===== config.mk =====
export PLATFORM = sky130hd
export DESIGN_NAME = lat_credit_mon
export DESIGN_NICKNAME = d
export VERILOG_FILES = /design/src/rtl/lcm_pkg.sv /design/src/rtl/lcm_slot.sv /design/src/rtl/lcm_type_stat.sv /design/src/rtl/lat_credit_mon.sv
export SDC_FILE = /design/constraint.sdc
export NUM_CORES = 2
export LEC_CHECK = 0
export CORE_MARGIN = 1.5
export CORE_UTILIZATION = 40
export DETAILED_ROUTE_END_ITERATION = 8
export SKIP_CTS_REPAIR_TIMING = 1
export SYNTH_ARGS = -nofsm -noshare
export SYNTH_HDL_FRONTEND = slang
export SYNTH_SLANG_ARGS = --single-unit

===== constraint.sdc =====
create_clock -name clk -period 29.5 [get_ports clk]
set_input_delay 7.375 -clock clk [delete_from_list [all_inputs] [get_ports clk]]
set_output_delay 7.375 -clock clk [all_outputs]
set_load 0.02 [all_outputs]

===== src/rtl/lcm_pkg.sv =====
package lcm_pkg;

    localparam int CNT_W     = 16;
    localparam int TYPE_W    = 2;
    localparam int NUM_TYPES = 1 << TYPE_W;
    localparam int SRC_N     = 4;
    localparam int FLD_W     = 2;
    localparam int ADDR_W    = TYPE_W + FLD_W;

    typedef logic [CNT_W-1:0] cnt_t;

    typedef enum logic [TYPE_W-1:0] {
        TT_PROG = 2'd0,
        TT_DATA = 2'd1,
        TT_COH  = 2'd2,
        TT_DMA  = 2'd3
    } txn_type_e;

    typedef enum logic [FLD_W-1:0] {
        FLD_LIM = 2'd0,
        FLD_MIN = 2'd1,
        FLD_MAX = 2'd2,
        FLD_NUL = 2'd3
    } reg_fld_e;

    typedef struct packed {
        logic             live;
        txn_type_e        ttype;
        logic [SRC_N-1:0] path;
        cnt_t             flight;
        cnt_t             credit;
    } slot_s;

    typedef struct packed {
        logic      vld;
        txn_type_e ttype;
        cnt_t      adj;
        logic      over;
    } result_s;

    function automatic cnt_t sat_add(cnt_t a, cnt_t b);
        logic [CNT_W:0] s;
        s = {1'b0, a} + {1'b0, b};
        return s[CNT_W] ? '1 : s[CNT_W-1:0];
    endfunction

    function automatic cnt_t bit_count(logic [SRC_N-1:0] v);
        cnt_t n;
        n = '0;
        for (int i = 0; i < SRC_N; i++) n = n + cnt_t'(v[i]);
        return n;
    endfunction

    function automatic cnt_t floor_sub(cnt_t a, cnt_t b);
        return (a > b) ? (a - b) : '0;
    endfunction

endpackage


===== src/rtl/lcm_slot.sv =====
module lcm_slot
    import lcm_pkg::*;
(
    input  logic                clk,
    input  logic                rst,
    input  logic                alloc,
    input  logic [TYPE_W-1:0]   alloc_type,
    input  logic [SRC_N-1:0]    alloc_path,
    input  logic                retire,
    input  logic [SRC_N-1:0]    stall,
    output slot_s               st,
    output cnt_t                fin_flight,
    output cnt_t                fin_credit
);

    always_comb begin
        fin_flight = sat_add(st.flight, cnt_t'(1));
        fin_credit = sat_add(st.credit, bit_count(stall & st.path));
    end

    always_ff @(posedge clk) begin
        if (rst) begin
            st <= '0;
        end else if (alloc) begin
            st.live   <= 1'b1;
            st.ttype  <= txn_type_e'(alloc_type);
            st.path   <= alloc_path;
            st.flight <= '0;
            st.credit <= '0;
        end else if (retire) begin
            st.live <= 1'b0;
        end else if (st.live) begin
            st.flight <= fin_flight;
            st.credit <= fin_credit;
        end
    end

endmodule


===== src/rtl/lcm_type_stat.sv =====
module lcm_type_stat
    import lcm_pkg::*;
#(
    parameter int DEF_LIM = 8
) (
    input  logic clk,
    input  logic rst,
    input  logic clr,
    input  logic lim_wr,
    input  cnt_t lim_wdata,
    input  logic upd,
    input  cnt_t adj,
    output cnt_t lim_q,
    output cnt_t min_q,
    output cnt_t max_q
);

    always_ff @(posedge clk) begin
        if (rst) begin
            lim_q <= cnt_t'(DEF_LIM);
            min_q <= '1;
            max_q <= '0;
        end else begin
            if (lim_wr) lim_q <= lim_wdata;
            if (clr) begin
                min_q <= '1;
                max_q <= '0;
            end else if (upd) begin
                if (adj < min_q) min_q <= adj;
                if (adj > max_q) max_q <= adj;
            end
        end
    end

endmodule


===== src/rtl/lat_credit_mon.sv =====
module lat_credit_mon
    import lcm_pkg::*;
#(
    parameter int NUM_TAGS   = 8,
    parameter int PIPE_DEPTH = 6,
    parameter int LIM_SLACK  = 2,
    localparam int TAG_W     = (NUM_TAGS > 1) ? $clog2(NUM_TAGS) : 1
) (
    input  logic                  clk,
    input  logic                  rst,
    input  logic                  start_vld,
    input  logic [TAG_W-1:0]      start_tag,
    input  logic [TYPE_W-1:0]     start_type,
    input  logic [SRC_N-1:0]      start_path,
    input  logic                  end_vld,
    input  logic [TAG_W-1:0]      end_tag,
    input  logic [SRC_N-1:0]      stall_src,
    input  logic                  stat_clr,
    input  logic                  reg_wr,
    input  logic [ADDR_W-1:0]     reg_addr,
    input  logic [CNT_W-1:0]      reg_wdata,
    output logic [CNT_W-1:0]      reg_rdata,
    output logic                  done_vld,
    output logic [TYPE_W-1:0]     done_type,
    output logic [CNT_W-1:0]      done_adj,
    output logic                  viol
);

    localparam int DEF_LIM = PIPE_DEPTH + LIM_SLACK;

    slot_s   st     [NUM_TAGS];
    cnt_t    fin_f  [NUM_TAGS];
    cnt_t    fin_c  [NUM_TAGS];
    logic [NUM_TAGS-1:0] live_vec;

    cnt_t    lim_arr [NUM_TYPES];
    cnt_t    min_arr [NUM_TYPES];
    cnt_t    max_arr [NUM_TYPES];
    cnt_t [NUM_TYPES-1:0] min_pk;
    cnt_t [NUM_TYPES-1:0] max_pk;

    slot_s   end_st;
    cnt_t    end_f;
    cnt_t    end_c;
    logic    end_hit;
    cnt_t    adj_c;
    result_s res_q;

    logic [TYPE_W-1:0] rd_sel;
    reg_fld_e          rd_fld;

    for (genvar g = 0; g < NUM_TAGS; g++) begin : g_slot
        lcm_slot u_slot (
            .clk        (clk),
            .rst        (rst),
            .alloc      (start_vld && (start_tag == TAG_W'(g))),
            .alloc_type (start_type),
            .alloc_path (start_path),
            .retire     (end_vld && (end_tag == TAG_W'(g))),
            .stall      (stall_src),
            .st         (st[g]),
            .fin_flight (fin_f[g]),
            .fin_credit (fin_c[g])
        );
        assign live_vec[g] = st[g].live;
    end

    always_comb begin
        end_st  = st[end_tag];
        end_f   = fin_f[end_tag];
        end_c   = fin_c[end_tag];
        end_hit = end_vld && end_st.live;
        adj_c   = floor_sub(end_f, end_c);
    end

    for (genvar t = 0; t < NUM_TYPES; t++) begin : g_type
        lcm_type_stat #(.DEF_LIM(DEF_LIM)) u_stat (
            .clk       (clk),
            .rst       (rst),
            .clr       (stat_clr),
            .lim_wr    (reg_wr && (reg_addr[ADDR_W-1:FLD_W] == TYPE_W'(t))
                               && (reg_fld_e'(reg_addr[FLD_W-1:0]) == FLD_LIM)),
            .lim_wdata (reg_wdata),
            .upd       (end_hit && (end_st.ttype == txn_type_e'(t))),
            .adj       (adj_c),
            .lim_q     (lim_arr[t]),
            .min_q     (min_arr[t]),
            .max_q     (max_arr[t])
        );
        assign min_pk[t] = min_arr[t];
        assign max_pk[t] = max_arr[t];
    end

    always_ff @(posedge clk) begin
        if (rst) begin
            res_q <= '0;
        end else begin
            res_q.vld   <= end_hit;
            res_q.ttype <= end_st.ttype;
            res_q.adj   <= adj_c;
            res_q.over  <= end_hit && (adj_c > lim_arr[end_st.ttype]);
        end
    end

    always_comb begin
        rd_sel = reg_addr[ADDR_W-1:FLD_W];
        rd_fld = reg_fld_e'(reg_addr[FLD_W-1:0]);
        case (rd_fld)
            FLD_LIM: reg_rdata = lim_arr[rd_sel];
            FLD_MIN: reg_rdata = min_arr[rd_sel];
            FLD_MAX: reg_rdata = max_arr[rd_sel];
            default: reg_rdata = '0;
        endcase
    end

    assign done_vld  = res_q.vld;
    assign done_type = res_q.ttype;
    assign done_adj  = res_q.adj;
    assign viol      = res_q.over;

endmodule


=== Word-level counts from Yosys, hierarchy flattened ===
Index checks and enable logic that the tools add are counted.

* Flip-flop bits (word level): 524
* Output and inout bits: 36
* Bits of input ports: 42
* Logic and storage cells: 274

* Bitwise logic cells: 19
* Reductions and logical operators: 68
* Equality and inequality tests: 22
* Magnitude comparators: 13
* Add/subtract/negate cells: 41
* Muxes and demuxes: 55

{| class="wikitable"
|+ Operator list
! operator !! count
|-
| $mux W16 || 29
|-
| $add A16 B1 Y16 || 16
|-
| $add A16 B1 Y17 const B || 8
|-
| $add A16 B16 Y17 || 8
|-
| $bmux W16 S2 || 4
|-
| $bmux W39 S3 || 1
|-
| $bmux W16 S3 || 2
|-
| $gt A16 B16 Y1 || 6
|-
| $mux W39 || 2
|-
| $lt A16 B16 Y1 || 4
|-
| $pmux W16 S3 || 1
|-
| $and A4 B4 Y4 || 8
|-
| $reduce_and A2 Y1 || 16
|-
| $logic_and A1 B1 Y1 || 30
|-
| $eq A3 B3 Y1 const B || 8
|-
| $reduce_or A2 Y1 || 9
|-
| $add A1 B1 Y2 || 8
|-
| $mux W1 || 16
|-
| $reduce_bool A2 Y1 || 8
|-
| $sub A16 B16 Y16 || 1
|-
| $eq A3 B2 Y1 const B || 4
|-
| $eq A2 B2 Y1 const B || 5
|-
| $not A1 Y1 || 8
|-
| $eq A2 B1 Y1 const B || 3
|-
| other kinds (7) || 13
|}

=== Depth between registers and ports, before layout ===
* Depth after elaboration: 13
* Gate-level depth with buffers: 35
* Depth with buffers taken out: 31

=== Modules after synthesis ===
A second synthesis with hierarchy kept.

* Cells, all modules: 4,175
* Area total of the unflattened synthesis: 35,397.7 µm²

{| class="wikitable"
|+ By module, submodules not included
! module !! area each (µm²) !! sequential area each (µm²) !! cells an instance !! times used
|-
| lcm_slot || 2,363.5 || 780.7 || 312 || 8
|-
| lcm_type_stat at g_type[0].u_stat ... || 2,593.7 || 960.9 || 274 || 3
|-
| lat_credit_mon || 5,987.0 || 400.4 || 567 || 1
|-
| lcm_type_stat at g_type[3].u_stat || 2,721.4 || 960.9 || 290 || 1
|}

=== Worst setup path before layout ===
OpenSTA, ideal clock, no wires.

* Kind: in2out
* Start: in reg_addr[2]
* End: out reg_rdata[11]
* Data required time: 22.125 ns
* Buffers on the path: 2
* Data arrival time: 9.038 ns
* Slack: 13.087 ns
* Cell stages on the path: 5
* Path through: clkbuf_1 > buf_1 > mux4_2 > mux2i_1 > o22ai_1

* Longest elaborated chain between the ends: 5
* Elaborated cells between the ends (all ways): 11
* Classes of those cells: 10 x mux; 1 x bitwise

{| class="wikitable"
|+ RTL lines
! element !! RTL line !! source
|-
| from (decl) || lat_credit_mon.sv:20 || <nowiki>input logic [ADDR_W-1:0] reg_addr,</nowiki>
|-
| $not A2 Y3 (not written as such) (*) || lat_credit_mon.sv:109, lat_credit_mon.sv:110, lat_credit_mon.sv:111 ||
|-
| $bmux W16 S2 (on tied branches) || lat_credit_mon.sv:111, lat_credit_mon.sv:109, lat_credit_mon.sv:110 ||
|-
| $mux W16 (on tied branches) (2 in a row) || lat_credit_mon.sv:111, lat_credit_mon.sv:109, lat_credit_mon.sv:110 ||
|-
| $pmux W16 S3 (*) || lat_credit_mon.sv:108 || <nowiki>case (rd_fld)</nowiki>
|-
| to (decl) || lat_credit_mon.sv:22 || <nowiki>output logic [CNT_W-1:0] reg_rdata,</nowiki>
|}

Mark *: on every way between the ends. The rest lies on a longest branch, timed or not. The select of a mux whose other input is x is not followed.

=== Final worst setup path ===
* Start: in stall_src[0]
* End: reg g_type[1].u_stat.min_q[9]

* Longest elaborated chain between the ends: 13
* Elaborated cells between the ends (all ways): 56
* Classes of those cells: 33 x add/sub; 2 x order compare; 12 x mux; 8 x bitwise; 1 x reduce/logical

{| class="wikitable"
|+ RTL lines
! element !! RTL line !! source
|-
| from (decl) || lat_credit_mon.sv:17 || <nowiki>input logic [SRC_N-1:0] stall_src,</nowiki>
|-
| $and A4 B4 Y4 || lcm_slot.sv:18 || <nowiki>fin_credit = sat_add(st.credit, bit_count(stall & st.path));</nowiki>
|-
| $add A1 B1 Y2 || lcm_pkg.sv:50 || <nowiki>for (int i = 0; i < SRC_N; i++) n = n + cnt_t'(v[i]);</nowiki>
|-
| $add A16 B1 Y16 (2 in a row) || lcm_pkg.sv:50 ||
|-
| $add A16 B16 Y17 || lcm_pkg.sv:43 || <nowiki>s = {1'b0, a} + {1'b0, b};</nowiki>
|-
| $mux W16 || lcm_pkg.sv:44 || <nowiki>return s[CNT_W] ? '1 : s[CNT_W-1:0];</nowiki>
|-
| $bmux W16 S3 (*) || lat_credit_mon.sv:71 || <nowiki>end_c = fin_c[end_tag];</nowiki>
|-
| $mux W16 (not written as such) (*) (2 in a row) || lat_credit_mon.sv:71 ||
|-
| $sub A16 B16 Y16 / $gt A16 B16 Y1 (equally long branches) || lcm_pkg.sv:55 || <nowiki>return (a > b) ? (a - b) : '0;</nowiki>
|-
| $mux W16 (*) || lcm_pkg.sv:55 ||
|-
| net adj_c[9] || lat_credit_mon.sv:46 || <nowiki>cnt_t adj_c;</nowiki>
|-
| $lt A16 B16 Y1 || lcm_type_stat.sv:29 || <nowiki>if (adj < min_q) min_q <= adj;</nowiki>
|-
| $reduce_and A2 Y1 (no line) || - ||
|-
| to (signal assigned) || lcm_type_stat.sv:29 ||
|-
| to (decl) || lcm_type_stat.sv:14 || <nowiki>output cnt_t min_q,</nowiki>
|}

Mark *: on every way through the listed nets, which the timed path passes. The rest lies on a longest branch. The select of a mux whose other input is x is not followed.
A chain may end at the register's enable or synchronous reset.

==> reports/results.ini <==
[outcome]
run_status=finished clean

[worst_hold_path]
hold_path.class=flip-flop to flip-flop

[critical_path]
crit_path_start_kind=input port
slowest_stage=a211oi_1
crit_type=input port to flip-flop
cp_data_arrival_time_ns=18.43
path_common_cell=ha_1
worst_path_largest_cell_delay_ns=0.97
crit_path_end_kind=flip-flop
cp.required_ns=29.96
worstPathMaxFanout=20

[global_routing]
global_route.usage.met2=0.400
grt_pass1_vias=29700
globalRouteTotalUtil=0.262
grt_overflow_total=0
grt_antenna_before_repair=3
busiest_layer=met2
largest_net_degree_at_the_start_of_global_routing=93
use_met1=0.374
grt_first_pass_wirelength_um=179000
gr-usage-met3=0.0507

[finish]
area.sequential_um2=10500
fillers=8522
multi_input_comb_area_um2=21900
finish.cell_count_without_fillers=5415
layout.cells.most_common=dfxtp_1
mostFrequentLayoutCells=dfxtp_1, a21oi_1, nand2_1, nor2_1, ha_1
layout-area-overhead-vs-synth_pct=10.8
nNetsFinal=4482
final_layout_size_suffix_gt1_frac=0.0749
antennaDiodeCount=0

[clocking]
clock_latency_ns=0.66
cts_inserted_buffers=61
cts_htree_levels=2
ctsRootBufferMaster=clkbuf_16
clk_path_buf_depth=3
cts_tree=yes
clock_sinks=524
worst_setup_hold_path_clk_slew_ns=0.06

[sta]
period_share=0.609
tightestPinTransition_ns=1.39
fmax_mhz=55.6
skew_ns=0.0385
finalCriticalPeriod_ns=17.98
hold_viol=0
rsz0062_at_grt=false
max_slew_violation_count=0
setup-tns-final_ns=0
max_slew_margin=0.0462
setup_viol_count_final=0

[routing]
wirelength_um=117000
vias=32400
route.detailed.wl_per_inst_um=21.6
routed_via_density=5.98
drt_first_pass_iters=6
drc_errors=0
ant_nets=0
drt_first_iter_violations=2887

[logic_synthesis]
synth.yosys.warnings=0
synthesis.instances=4273
synth_ff_type=dfxtp_1
synthesis.area_um2=34200
number_of_flops_mapped_to_enable_cells_by_yosys=0
synth-seq-area-share=0.307
avgSynthCellArea_um2=8.01
synth.ff_latch_count=524
ys_types=93
synth_nets=4536
postSynth.asyncResetShare=0

[floorplan]
design.portCount=78
die_height_um=295
die_area_um2=87300
row_count=107
core-area_um2=84900
floorplan.initialDensity=0.403
die_width_um=295

[power]
power.share.clock=0.418
sw_frac_of_total=0.310
worst_ir_drop_vdd_mv=0.0466
cellInternalPower_mw=1.27
switchingPower_uw=568
cellPowerDensity_nw_per_um2=48.4
pwr-share-seq=0.395
share_comb_of_total_power=0.187
leakage_nw=13.8

[run]
max_cap_violations=0

[placement]
port_buffers=77
instance_count_after_placement_with_tap_cells_included=5300
hpwl_um=84100
gpl.final_weighted_congestion=0.931

-- cell families after synthesis --
logic type / synth area share
AND/OR/NAND/NOR: 0.219
AO/OA/AOI/OAI: 0.215
flip-flops: 0.307
buffers and inverters: 0.0550
adder cells (fa/ha/maj): 0.0846
multiplexers: 0.0810
XOR/XNOR: 0.0392
-- flip-flops by register name, indices dropped and copies added (netlist names) --
| name | count |
|---|---|
| done_vld | 1 |
| viol | 1 |
| g_slot.u_slot.st | 312 |
| done_adj | 16 |
| g_type.u_stat.min_q | 64 |
| done_type | 2 |
| g_type.u_stat.max_q | 64 |
| g_type.u_stat.lim_q | 64 |
-- worst max-delay path: cells and delay by family --
family | cells | cell delay, ns
AOI/OAI and AO/OA | 9 | 2.41
and+or+nand+nor | 11 | 4.92
buffers and inverters | 4 | 1.27
adders and majority gates | 6 | 2.40
-- per-layer routing --
| metal | vias up | share of wire |
|---|---|---|
| met1 | 15600 | 0.46 |
| met2 | 1137 | 0.43 |
| met4 | 2 | 0.029 |
| met3 | 176 | 0.080 |
| li1 | 15500 | - |
| met5 | - | 0.0011 |
-- cell usage after synthesis (all sizes together) (55+ instances only) --
library cell	n	area [um^2]
buf	60	344
nor3	175	911
mux2i	129	1300
clkbuf	208	782
a211oi	82	626
nand3	167	851
ha	204	2550
a21oi	427	2140
xnor2	92	806
nand2	425	1600
o21ai	185	930
nor2	410	1540
xor2	61	534
inv	201	754
a311oi	95	832
nand4	73	457
and2	55	344
dfxtp	524	10500
a31oi	69	447
-- through the flow --
stage               utilization  setup WS, ns  power [mW]  cell area, um^2  hold WS (ns)
floorplan                     -         13.09       0.953            34200         0.432
global placement          0.423         11.33        1.07            35900         0.438
detailed placement        0.423         11.24        1.08            35900         0.442
CTS                       0.447         11.82        1.84            37900         0.450
global route              0.447         10.92        1.91            37900         0.469
finish                    0.447         11.52        1.83            37900         0.448
-- final cells by class --
type / instances / area share
well taps: 1144 / 0.0378
repair buffers: 151 / 0.0343
inverters: 201 / 0.0199
clock inverters: 22 / 0.00522
flip-flops and latches: 524 / 0.277
clock buffers: 93 / 0.0477
multi-input cells: 3280 / 0.578
-- worst paths after layout --
check                                        startpoint  slack, ns  cells after the start                        end
worst max-delay path                       stall_src[0]      11.52                     30  g_type[1].u_stat.min_q[9]
worst min-delay path            g_slot[5].u_slot.st[34]       0.45                      2    g_slot[5].u_slot.st[34]
worst max register to register  g_slot[2].u_slot.st[32]      18.65                     29  g_type[1].u_stat.min_q[9]
worst min register to register  g_slot[5].u_slot.st[34]       0.45                      2    g_slot[5].u_slot.st[34]
-- power groups by stage --
stage                     sequential [mW]  clock (mW)  combinational (mW)
after floorplan                     0.742           0               0.211
after global placement              0.740           0               0.334
after detailed placement            0.740           0               0.336
after CTS                           0.724       0.779               0.338
after global routing                0.725       0.808               0.372
final                               0.725       0.767               0.342
Note: power is estimated with default switching activity, not from simulation.
